[src/rtl/epp_pkg.sv]
package epp_pkg;
  typedef enum logic [1:0] {PH_IDLE, PH_SETUP, PH_STRB, PH_HOLD} epp_phase_t;

  // returns {n_addr_strb, n_data_strb}
  function automatic logic [1:0] strobe_lines(input logic on, input logic addr_cyc);
    return {~(on & addr_cyc), ~(on & ~addr_cyc)};
  endfunction
endpackage

[src/rtl/epp_sync.sv]
module epp_sync #(
  parameter int W = 1,
  parameter logic [W-1:0] RST_VAL = '0
) (
  input  logic         clk,
  input  logic         rst_n,
  input  logic [W-1:0] d,
  output logic [W-1:0] q
);
  logic [W-1:0] stg1, stg2;
  always_ff @(posedge clk or negedge rst_n) begin
    if (!rst_n) begin
      stg1 <= RST_VAL;
      stg2 <= RST_VAL;
    end else begin
      stg1 <= d;
      stg2 <= stg1;
    end
  end
  assign q = stg2;
endmodule

[src/rtl/epp_edge_flag.sv]
module epp_edge_flag (
  input  logic clk,
  input  logic rst_n,
  input  logic lvl,
  input  logic clr,
  output logic fall,
  output logic flag
);
  logic lvl_d;
  assign fall = lvl_d & ~lvl;
  always_ff @(posedge clk or negedge rst_n) begin
    if (!rst_n) begin
      lvl_d <= 1'b1;
      flag  <= 1'b0;
    end else begin
      lvl_d <= lvl;
      flag  <= fall | (flag & ~clr);
    end
  end
endmodule

[src/rtl/epp_cycle.sv]
module epp_cycle
  import epp_pkg::*;
#(
  parameter int TMO_W = 16,
  parameter int DW    = 8
) (
  input  logic             clk,
  input  logic             rst_n,
  input  logic             req_valid,
  input  logic             req_write,
  input  logic             req_addr,
  input  logic [DW-1:0]    req_wdata,
  input  logic [TMO_W-1:0] tmo_limit,
  input  logic             tmo_clr,
  input  logic             wait_hi,
  input  logic [DW-1:0]    rdat_s,
  output logic             busy,
  output logic             done,
  output logic [DW-1:0]    rd_data,
  output logic             tmo_flag,
  output logic             tmo_evt,
  output logic [DW-1:0]    pd_o,
  output logic             pd_oe,
  output logic             n_write,
  output logic             n_data_strb,
  output logic             n_addr_strb
);
  epp_phase_t       phase;
  logic [TMO_W-1:0] cnt;
  logic             cur_wr, cur_ad;
  logic [DW-1:0]    dout;
  logic             expired, drive;

  function automatic logic wait_over(input logic [TMO_W-1:0] c,
                                     input logic [TMO_W-1:0] lim);
    return (c + TMO_W'(1)) >= lim;
  endfunction

  assign expired = wait_over(cnt, tmo_limit);
  assign tmo_evt = expired & (((phase == PH_STRB) & ~wait_hi) |
                              ((phase == PH_HOLD) &  wait_hi));
  assign busy    = (phase != PH_IDLE);
  assign drive   = busy & cur_wr;
  assign pd_oe   = drive;
  assign n_write = ~drive;
  assign pd_o    = dout;
  assign {n_addr_strb, n_data_strb} = strobe_lines(phase == PH_STRB, cur_ad);

  always_ff @(posedge clk or negedge rst_n) begin
    if (!rst_n) begin
      phase    <= PH_IDLE;
      cnt      <= '0;
      cur_wr   <= 1'b0;
      cur_ad   <= 1'b0;
      dout     <= '0;
      rd_data  <= '0;
      done     <= 1'b0;
      tmo_flag <= 1'b0;
    end else begin
      done     <= 1'b0;
      tmo_flag <= tmo_evt | (tmo_flag & ~tmo_clr);
      unique case (phase)
        PH_IDLE: if (req_valid) begin
          cur_wr <= req_write;
          cur_ad <= req_addr;
          dout   <= req_wdata;
          cnt    <= '0;
          phase  <= PH_SETUP;
        end
        PH_SETUP: begin
          cnt   <= '0;
          phase <= PH_STRB;
        end
        PH_STRB: begin
          if (wait_hi) begin
            if (!cur_wr) rd_data <= rdat_s;
            cnt   <= '0;
            phase <= PH_HOLD;
          end else if (expired) begin
            done  <= 1'b1;
            phase <= PH_IDLE;
          end else begin
            cnt <= cnt + TMO_W'(1);
          end
        end
        PH_HOLD: begin
          if (!wait_hi || expired) begin
            done  <= 1'b1;
            phase <= PH_IDLE;
          end else begin
            cnt <= cnt + TMO_W'(1);
          end
        end
        default: phase <= PH_IDLE;
      endcase
    end
  end
endmodule

[src/rtl/epp_host.sv]
module epp_host #(
  parameter int TMO_W = 16
) (
  input  logic             clk,
  input  logic             rst_n,
  input  logic             req_valid,
  input  logic             req_write,
  input  logic             req_addr,
  input  logic [7:0]       req_wdata,
  input  logic [TMO_W-1:0] tmo_limit,
  output logic             busy,
  output logic             done,
  output logic [7:0]       rd_data,
  output logic             tmo_flag,
  input  logic             tmo_clr,
  output logic             irq_flag,
  input  logic             irq_clr,
  output logic [2:0]       status,
  output logic [7:0]       pd_o,
  output logic             pd_oe,
  input  logic [7:0]       pd_i,
  output logic             n_write,
  output logic             n_data_strb,
  output logic             n_addr_strb,
  input  logic             n_wait,
  input  logic             n_ack,
  input  logic             perror,
  input  logic             n_fault,
  input  logic             sel_in
);
  localparam int DW = 8;
  localparam int SW = 3;

  logic          wait_hi;
  logic          ack_s;
  logic          ack_fall;
  logic          tmo_evt;
  logic [DW-1:0] rdat_s;

  epp_sync #(.W(1), .RST_VAL(1'b0)) i_wait_sync (
    .clk(clk), .rst_n(rst_n), .d(n_wait), .q(wait_hi));
  epp_sync #(.W(1), .RST_VAL(1'b1)) i_ack_sync (
    .clk(clk), .rst_n(rst_n), .d(n_ack), .q(ack_s));
  epp_sync #(.W(SW), .RST_VAL('0)) i_stat_sync (
    .clk(clk), .rst_n(rst_n), .d({perror, n_fault, sel_in}), .q(status));
  epp_sync #(.W(DW), .RST_VAL('0)) i_data_sync (
    .clk(clk), .rst_n(rst_n), .d(pd_i), .q(rdat_s));

  epp_edge_flag i_irq (
    .clk(clk), .rst_n(rst_n), .lvl(ack_s), .clr(irq_clr),
    .fall(ack_fall), .flag(irq_flag));

  epp_cycle #(.TMO_W(TMO_W), .DW(DW)) i_cycle (
    .clk(clk), .rst_n(rst_n),
    .req_valid(req_valid), .req_write(req_write), .req_addr(req_addr),
    .req_wdata(req_wdata), .tmo_limit(tmo_limit), .tmo_clr(tmo_clr),
    .wait_hi(wait_hi), .rdat_s(rdat_s),
    .busy(busy), .done(done), .rd_data(rd_data),
    .tmo_flag(tmo_flag), .tmo_evt(tmo_evt),
    .pd_o(pd_o), .pd_oe(pd_oe), .n_write(n_write),
    .n_data_strb(n_data_strb), .n_addr_strb(n_addr_strb));
endmodule

[config.mk]
export PLATFORM = sky130hd
export DESIGN_NAME = epp_host
export DESIGN_NICKNAME = d
export VERILOG_FILES = /design/src/rtl/epp_pkg.sv /design/src/rtl/epp_sync.sv /design/src/rtl/epp_edge_flag.sv /design/src/rtl/epp_cycle.sv /design/src/rtl/epp_host.sv
export SDC_FILE = /design/constraint.sdc
export NUM_CORES = 1
export LEC_CHECK = 0
export CAP_MARGIN = 20
export CORE_UTILIZATION = 31
export CTS_BUF_LIST = sky130_fd_sc_hd__clkbuf_4 sky130_fd_sc_hd__clkbuf_8 sky130_fd_sc_hd__clkbuf_16
export DETAILED_ROUTE_END_ITERATION = 10
export DONT_BUFFER_PORTS = 1
export SLEW_MARGIN = 0
export SYNTH_ARGS = -nofsm -noshare
export SYNTH_HDL_FRONTEND = slang
export SYNTH_HIERARCHICAL = 1
export SYNTH_SLANG_ARGS = --single-unit
[constraint.sdc]
create_clock -name clk -period 3 [get_ports clk]
set_input_delay 0.45 -clock clk [delete_from_list [all_inputs] [get_ports clk]]
set_output_delay 0.45 -clock clk [all_outputs]
set_load 0.005 [all_outputs]
==> out/metrics.yaml <==
status: "completed"
cts_buffer_depth: 2
yosys_register_bits: 66
hold-worst-slack_ns: 0.117
layout.core_utilization: 0.388
holdCritPathClass: "input pin to flop"
synth.distinct_cells: 46
synth_enable_flop_cells: 0
post_drt_wl_per_cell_um: 14.5
grt_pass1_vias: 2011
layoutNonFillerInstCount: 428
fill_cells: 944
clock_insertion_delay_worst_skew_ns: 0.33
grt_max_degree: 67
vias_per_cell: 4.75
synth_flop_cell: "sky130_fd_sc_hd__dfrtp_1"
clock_tree.htree_level_count: 3
drive_above_1_share: 0.295
dieArea_sq_um: 10300
antenna_found_initial: 0
postLayoutSetupSlackWorst_ns: 0.0149
io-pin-count: 71
critPathMaxStageDelay_ns: 0.45
mappedNetlistArea_sq_um: 3080
r2r_cells: 11
worst_slew_pin_slew_ns: 0.527
overflow: 0
drv.max_cap_violation_count: 0
critPathRequiredTime_ns: 3.22
design.core.area_sq_um: 9680
reg2reg_slack_ns: 0.01
leakage_nw: 1.75
initial_cell_density_of_the_core: 0.318
area_growth_pct: 22.0
max_slew_violations: 0
achievable-frequency_mhz: 335
cp.arrival_ns: 3.20
clock_sinks: 66
diodes: 0
fp-row-count: 36
cts_tree: "yes"
vdd_ir_max_mv: 0.403
endpoint_kind: "flop"
multi_input_comb_area_sq_um: 1380
antenna_violating_nets_post_route: 0
maxSlewHeadroom: 0.649
via_count: 2033
path_cells: "nand2_1 > nor3_4 > nand3_2 > xnor2_1 > ha_1 > a211oi_1 > nor2_1 > a211oi_2 > o21ai_2 > or4_1 > a22o_1"
period_needed_ns: 2.99
drt_pass1_iterations: 4
drc_errors: 0
clk_root_buffer_cell: "sky130_fd_sc_hd__clkbuf_8"
grt_pass1_wl_um: 9660
hold_viol: 0
placedCellCount: 408
path_max_fanout: 9
clk_pin_slew_ns: 0.07
drt_first_iter_violations: 117
reg2reg_from: "i_cycle/cnt[8]$_DFFE_PN0P_"
timing_worst_setup_path_type: "flop to flop"
synth_nets: 318
postSynth.asyncResetShare: 1.00
placement.setup.worst_slack_ns: -0.0396
register_area_sq_um: 1660
gp_routability_congestion: 0.816
worst_setup_path_start_kind: "flop"
synth_cells: 257
slowest_stage: "sky130_fd_sc_hd__dfrtp_1"
grt_setup_unrepaired: "true"
timing.critical_path.from: "i_cycle/cnt[8]$_DFFE_PN0P_"
power_density_nw_per_um2: 711
syn-mean-instance-area_sq_um: 12.0
timing.clock.skew_ns: 0.00487
yosys_warnings: 6
layout_worst_path_cycle_share: 0.995
worstSetupEndpoint: "i_cycle/cnt[15]$_DFFE_PN0P_"
whs_path_depth: 0
total_routing_resource_utilization_after_global_routing: 0.125
number_of_buffers_inserted_by_port_buffering: 0
r2r_end: "i_cycle/cnt[15]$_DFFE_PN0P_"
die_width_um: 102
yosysSeqAreaShare: 0.538
hpwl_um: 4390
design.final.nets: 351
tritoncts.num_buffers: 9
timing.final.setup_violations: 0
postRouteWirelength_um: 6200
floorplan.die.height_um: 102
[worst max-delay path: cells and delay by family (launching register included)]
family	cells	cell delay (ns)
AND/OR/NAND/NOR	5	1.15
AO/OA/AOI/OAI	4	0.86
flip-flops	1	0.45
adder cells (fa/ha/maj)	1	0.29
XOR/XNOR	1	0.13
[worst min path at each step]
| stage | slack, ns | start | end |
|---|---|---|---|
| after detailed placement | 0.16 | rst_n | i_cycle/rd_data[0]$_DFFE_PN0P_ |
| final | 0.12 | n_ack | i_ack_sync/stg1$_DFF_PN1_ |
| after floorplan | 0.15 | rst_n | i_cycle/cnt[0]$_DFFE_PN0P_ |
| after global routing | 0.09 | n_ack | i_ack_sync/stg1$_DFF_PN1_ |
| after CTS | 0.1 | n_ack | i_ack_sync/stg1$_DFF_PN1_ |
| after global placement | 0.16 | rst_n | i_data_sync/q[0]$_DFF_PN0_ |
[logic make-up (layout without fill, tap and decap cells)]
kind of cell,count (synthesis),count (layout),share of synthesized area
adder cells (fa/ha/maj),17,17,0.0691
flip-flops,66,66,0.538
buffers and inverters,30,68,0.0366
AO/OA/AOI/OAI,47,47,0.119
multiplexers,19,19,0.0695
AND/OR/NAND/NOR,64,64,0.128
XOR/XNOR,14,14,0.0398
[synth_stat cells, drive strengths merged (2+ instances only)]
cell type | count | area share
dfrtp | 63 | 0.51
inv | 24 | 0.029
mux2 | 19 | 0.069
ha | 17 | 0.069
nand2 | 12 | 0.015
xnor2 | 11 | 0.031
nand3 | 10 | 0.016
o211ai | 8 | 0.020
a22o | 7 | 0.020
and2 | 7 | 0.014
nor2 | 7 | 0.0085
a21o | 6 | 0.015
a21oi | 6 | 0.0098
o21ai | 6 | 0.011
clkbuf | 5 | 0.0061
nand2b | 4 | 0.0081
nand4 | 4 | 0.013
a211oi | 3 | 0.0089
and4 | 3 | 0.0085
dfstp | 3 | 0.026
nor3 | 3 | 0.0065
o22ai | 3 | 0.0061
or4 | 3 | 0.0073
xor2 | 3 | 0.0085
and3 | 2 | 0.0041
nand3b | 2 | 0.0049
nor2b | 2 | 0.0065
nor4b | 2 | 0.0077
o221ai | 2 | 0.0057
[per-stage QoR]
stage          TNS (ns)  instance area, sq um  total power, mW
6_report              0                  3760             2.67
2_1_floorplan         0                  3110             1.65
5_1_grt           -1.44                  3760             2.83
3_3_place_gp          0                  3430             1.80
4_1_cts         -0.0484                  3700             2.69
3_5_place_dp    -0.0396                  3430             1.82
[repair_timing]
item,CTS,global route
gates resized for setup,0,9
hold endpoints to repair,66,0
setup buffers,0,2
hold buffers,2,0
cloned,0,0
setup endpoints to repair,2,20
pin swaps,0,1
[layout by cell type, fill, tap and decap left out, drive strengths merged, types with 3 or more instances in the layout]
cell type and instances:
clkbuf 10, and4 3, o211ai 8, nor2 7, xnor2 11, nand4 4
dfstp 3, o21ai 6, buf 27, nand2 12, nand3 10, dfrtp 63
o22ai 3, mux2 19, inv 24, xor2 3, nand2b 4, a22o 7
nor3 3, and2 7, ha 17, or4 3, a21o 6, a21oi 6
clkinv 3, a211oi 3
[flip-flops by register name, indices dropped and copies added, names as in the netlist]
| name | count |
|---|---|
| i_cycle/rd_data | 8 |
| i_ack_sync/stg1 | 1 |
| i_irq/flag | 1 |
| i_cycle/pd_o | 8 |
| i_cycle/cur_wr | 1 |
| i_data_sync/stg1 | 8 |
| i_irq/lvl_d | 1 |
| i_wait_sync/stg1 | 1 |
| i_stat_sync/stg1 | 3 |
| i_data_sync/q | 8 |
| i_wait_sync/q | 1 |
| i_stat_sync/q | 3 |
| i_cycle/tmo_flag | 1 |
| i_ack_sync/q | 1 |
| i_cycle/cnt | 16 |
| i_cycle/phase | 2 |
| i_cycle/cur_ad | 1 |
| i_cycle/done | 1 |
[cell type report]
type,count,area share
sequential,66,0.441
multi-input combinational,161,0.368
timing repair buffer,28,0.0620
tap,133,0.0443
clock buffer,10,0.0366
clock inverter,6,0.0240
inverter,24,0.0240
[metal layers]
layer | GRT usage | share of wire | vias up
met5 | 0 | 0 | -
met1 | 0.161 | 0.44 | 992
met4 | 0.0546 | 0.024 | 0
met3 | 0.0324 | 0.033 | 12
met2 | 0.199 | 0.50 | 45
li1 | - | - | 984
[power breakdown]
| part | internal [mW] | switching, mW | total [mW] |
|---|---|---|---|
| sequential | 1.07 | 0.171 | 1.24 |
| clock | 0.492 | 0.338 | 0.830 |
| combinational | 0.300 | 0.301 | 0.602 |
| total | 1.86 | 0.810 | 2.67 |
(Power assumes the default switching activity.)
